--- src/rtl/dram_rst_seq.sv ---
module dram_rst_seq #(
  parameter int HOLD_CYC  = 4,
  parameter int LOG_DEPTH = 4,
  parameter int LOG_W     = 8,
  localparam int IDX_W    = (LOG_DEPTH > 1) ? $clog2(LOG_DEPTH) : 1
) (
  input  logic             clk,
  input  logic             rst_n,
  input  logic             cke_req,
  input  logic             ck_stop_req,
  input  logic             log_wr,
  input  logic [IDX_W-1:0] log_wr_idx,
  input  logic [LOG_W-1:0] log_wr_bits,
  input  logic [IDX_W-1:0] log_rd_idx,
  output logic [LOG_W-1:0] log_rd_bits,
  output logic             dram_ck,
  output logic             dram_cke,
  output logic             cmd_rst_n,
  output logic             hold_done
);

  logic [1:0]          sync_q;
  logic                in_rst;
  logic [HOLD_CYC-1:0] hold_sr;
  logic                ck_en_q;
  logic                rel_q;
  logic                cke_q;
  logic [LOG_W-1:0]    log_q [LOG_DEPTH];

  always_ff @(posedge clk or negedge rst_n)
    if (!rst_n) sync_q <= 2'b00;
    else        sync_q <= {sync_q[0], 1'b1};

  assign in_rst = ~sync_q[1];

  // Hold timer runs on the free clock while reset is held; cleared once released.
  generate
    if (HOLD_CYC == 1) begin : g_hold_one
      always_ff @(posedge clk)
        hold_sr <= in_rst;
    end else begin : g_hold_chain
      always_ff @(posedge clk)
        hold_sr <= in_rst ? {hold_sr[HOLD_CYC-2:0], 1'b1} : '0;
    end
  endgenerate

  assign hold_done = hold_sr[HOLD_CYC-1];

  // Gate enable moves only while clk is low, so no runt pulse can be formed.
  always_ff @(negedge clk)
    ck_en_q <= !(in_rst && hold_done && ck_stop_req);

  assign dram_ck = clk & ck_en_q;

  always_ff @(posedge clk or negedge rst_n)
    if (!rst_n) rel_q <= 1'b0;
    else        rel_q <= sync_q[1] & ck_en_q;

  assign cmd_rst_n = rel_q;

  always_ff @(posedge clk or negedge rst_n)
    if (!rst_n) cke_q <= 1'b0;
    else        cke_q <= rel_q & cke_req;

  assign dram_cke = rst_n & cke_q;

  always_ff @(posedge clk or negedge rst_n)
    if (!rst_n) begin
      for (int i = 0; i < LOG_DEPTH; i++) log_q[i] <= '0;
    end else if (log_wr && rel_q && (int'(log_wr_idx) < LOG_DEPTH)) begin
      log_q[log_wr_idx] <= log_q[log_wr_idx] | log_wr_bits;
    end

  assign log_rd_bits = (int'(log_rd_idx) < LOG_DEPTH) ? log_q[log_rd_idx] : '0;

  AST_CKE_LOW_IN_RESET: assert property (@(posedge clk) !rst_n |-> !dram_cke);
  AST_LOG_CLEAR_IN_RESET: assert property (@(posedge clk) !rst_n |-> (log_rd_bits == '0));
  AST_HOLD_STAYS_DONE: assert property (@(posedge clk) disable iff (rst_n) hold_done |=> hold_done);
  AST_GATE_ONLY_AFTER_HOLD: assert property (@(posedge clk) disable iff (!rst_n) !ck_en_q |-> hold_done);
  AST_CMD_AFTER_CLOCK: assert property (@(posedge clk) disable iff (!rst_n) cmd_rst_n |-> ck_en_q);
  AST_CKE_AFTER_CMD: assert property (@(posedge clk) disable iff (!rst_n) dram_cke |-> cmd_rst_n);

endmodule

--- config.mk ---
export PLATFORM = sky130hd
export DESIGN_NAME = dram_rst_seq
export DESIGN_NICKNAME = d
export VERILOG_FILES = /design/src/rtl/dram_rst_seq.sv
export SDC_FILE = /design/constraint.sdc
export NUM_CORES = 1
export LEC_CHECK = 0
export BUFFER_PORTS_ARGS = -buffer_cell sky130_fd_sc_hd__buf_2
export CORE_ASPECT_RATIO = 0.75
export CORE_MARGIN = 4
export CORE_UTILIZATION = 55
export DETAILED_ROUTE_END_ITERATION = 12
export PLACE_DENSITY = 0.83
export SETUP_SLACK_MARGIN = 0.15
export SLEW_MARGIN = 20
export SYNTH_ARGS = -nofsm -noshare
export SYNTH_HDL_FRONTEND = slang
export SYNTH_SLANG_ARGS = --single-unit
--- constraint.sdc ---
create_clock -name clk -period 4.45 [get_ports clk]
set_input_delay 1.335 -clock clk [delete_from_list [all_inputs] [get_ports clk]]
set_output_delay 1.335 -clock clk [all_outputs]
set_load 0.02 [all_outputs]
# Word-level counts from Yosys, hierarchy flattened
# Cells that the tools add are included.
# classes
n_reduce_logical,5
muxes,10
n_bitwise,8
n_lt_le_gt_ge,3
# ops
operator,count
$mux 8,5
$bmux 8 s2,2
$bwmux 32,1
$demux 8 s2,1
$or 8x8->8,1
$ge 3x3->1 const B,2
$not 2->3,2
$and 1x1->1,4
$logic_and 1x1->1,4
$lt 3x1->1 const B,1
$logic_not 1->1,1
$mux 1,1
$not 1->1,1
# word_totals
in_bits,17
register_bits,41
out_inout_bits,12

# Logic depth before layout (Yosys ltp)
# depth
ltp_word,6
ltp_mapped,3
ltp_nobuf,2

==> results.toml <==
[power_and_ir_drop]
clkPwrFrac = 0.437
power_w = 0.00107
pwr-share-comb = 0.136
seq_power_share = 0.427
sw_frac_of_total = 0.243
internal_power_w = 0.000812
cellLeakagePower_nw = 0.767
vdd_drop_max_v = 0.000487
p_per_area_nw_per_um2 = 553
p_switching_w = 0.000260

[floorplan]
rows = 16
dieArea_um2 = 3830
die_w_um = 70.1
core_area_um2 = 2680
start_util = 0.593
die_y_um = 54.6
ios = 29

[sta]
slew_viol_final = 0
finalSetupViolations = 2
fin_skew_ns = 0.0675
setup_slack_ns = -0.136
finalHoldViolCount = 0
rsz0062_at_grt = "yes"

[placed_design]
place_congestion = 0.720
place_hpwl_mm = 2.24
portBuffers = 28

[worst_setup_path]
critical-path-top-delay-family = "flip-flops"
critPathSlowestCell = "dfxtp_2"
cpPeakStageDelay_ns = 0.31
worstSetupPathType = "flip-flop to output port"
start_kind = "flip-flop"
path_max_fanout = 2
worst-path-buf-inv = 1
crit_required_ns = 3.12
worstPathCellList = "and2_4, buf_6"
cp.arrival_ns = 3.25
end_kind = "output port"

[synthesis]
synthFlopType = "dfrtp_1"
synth_top_area_share = 0.566
synthesis.nets = 129
avgSynthCellArea_um2 = 14.2
yosysSeqAreaShare = 0.629
synthTopCellsByArea = "dfrtp_1 (57%), o21bai_1 (15%), mux4_2 (11%), dfxtp_1 (6.3%), nand3_1 (2.8%)"
synth_cells = 112
ys_async_sr_fraction = 0.878
yosysMostFrequentCell = "dfrtp_1"
synth_edf_count = 0
yosysWarnings = 0
synth.distinct_cells = 17
synth_commonest_cells = "dfrtp_1 (36), o21bai_1 (32), nand3_1 (9), mux4_2 (8), dfxtp_1 (5)"
synth.largest_area_cell = "dfrtp_1"
synth_seq_cells = 41
syn-cell-area_um2 = 1590

[routing]
dr_total_vias = 1007
first_pass_iters = 4
drt_wl_total_mm = 3.25
via_per_inst = 5.50
wl_per_cell_um = 17.8
drc = 0
initialDrtViolationCount = 43
ant_nets = 0

[worst_hold_path]
holdCritPathClass = "flip-flop to flip-flop"

[global_routing]
antenna_found_initial = 0
grtUsageTotal = 0.210
grt_pass1_wl_mm = 5.58
first_global_vias = 1117
grt.overflow.total = 0
grt_start_max_net_pins = 37

[clocking]
clkTransAtPathRegs_ns = 0.07
cts_tree = "built"
post-cts-setup-buffers = 0
hold_buffers = 0
clk_latency_ns = 0.46

[layout]
area_growth_pct = 21.9
final_nets = 163
final_core_util = 0.723
antenna_cells = 0
nFillCells = 185
drive_gt1_frac = 0.340

[outcome]
failed_checks = "negative setup slack"
status = "complete, but fails checks"

[run]
maxCapViolations = 0
-- power by group through the flow --
stage / clock network (W) / logic, W / registers [W]
5_1_grt: 0.000500 / 0.000160 / 0.000465
4_1_cts: 0.000478 / 0.000148 / 0.000457
6_report: 0.000469 / 0.000146 / 0.000458
3_3_place_gp: 0.0000295 / 0.000141 / 0.000459
2_1_floorplan: 0.0000220 / 0.000104 / 0.000453
3_5_place_dp: 0.0000295 / 0.000147 / 0.000463
-- worst register-to-register path: stages (launching register included) --
cell and delay, ns:
dfrtp_1 0.42, inv_1 0.09, nand3_1 0.08
-- what timing repair did --
item,in CTS,in global routing
hold endpoints to repair,0,0
setup endpoints to repair,2,2
resized for setup,4,0
-- per-layer routing --
metal | routed length, µm | vias up | track usage | share of wire
li1 | - | 466 | - | -
met1 | 1380 | 497 | 0.247 | 0.42
met2 | 1560 | 34 | 0.320 | 0.48
met3 | 245 | 10 | 0.0936 | 0.075
met4 | 67 | 0 | 0.143 | 0.021
met5 | 0 | - | 0 | 0
-- worst paths after layout --
check | endpoint | slack, ns | start | cells after the start
worst max-delay path | dram_ck | -0.14 | ck_en_q | 2
worst min-delay path | sync_q[1] | 0.35 | sync_q[0] | 0
worst max register to register | ck_en_q | 1.58 | sync_q[1] | 2
worst min register to register | sync_q[1] | 0.35 | sync_q[0] | 0
max in group asynchronous | log_q[10] | 3.16 | rst_n | 2
min in group asynchronous | log_q[21] | 0.98 | rst_n | 2
-- kinds of logic after synthesis --
kind of cell,count (synthesis),share of synthesized area
flip-flops,41,0.629
AO/OA/AOI/OAI,32,0.151
AND/OR/NAND/NOR,23,0.0810
multiplexers,8,0.113
buffers and inverters,7,0.0236
other,1,0.00236
-- layout make-up --
class / instances / area, µm² / area share
clock buffer: 9 / 121 / 0.0626
clock inverter: 4 / 68.8 / 0.0355
inverter: 1 / 3.75 / 0.00194
multi-input combinational: 64 / 556 / 0.286
sequential: 41 / 1000 / 0.517
tap: 36 / 45.0 / 0.0232
timing repair buffer: 28 / 143 / 0.0735
-- registers in the layout, indices dropped and copies added, names as in the netlist --
register	cells
cke_q	1
sync_q	2
ck_en_q	1
log_q	32
hold_sr	4
cmd_rst_n	1
-- per-stage QoR --
stage          instances  hold WS (ns)  setup WS [ns]  area [µm²]  setup TNS [ns]
3_5_place_dp         172         0.340          0.333        1750               0
6_report             183         0.355         -0.136        1940          -0.136
5_1_grt              183         0.372         -0.175        1940          -0.175
2_1_floorplan        112         0.331          0.380        1590               0
3_3_place_gp         172         0.333          0.348        1750               0
4_1_cts              183         0.357         -0.136        1940          -0.136
-- layout by cell type, fill, tap and decap left out, types with 3 or more instances in the layout --
cell type / count
nand2b_1: 3
nor2b_1: 3
mux4_2: 8
o21bai_1: 32
dfxtp_1: 4
dfrtp_1: 36
buf_2: 27
clkbuf_8: 8
nand3_1: 9
and2_1: 3
(Power assumes the default switching activity.)
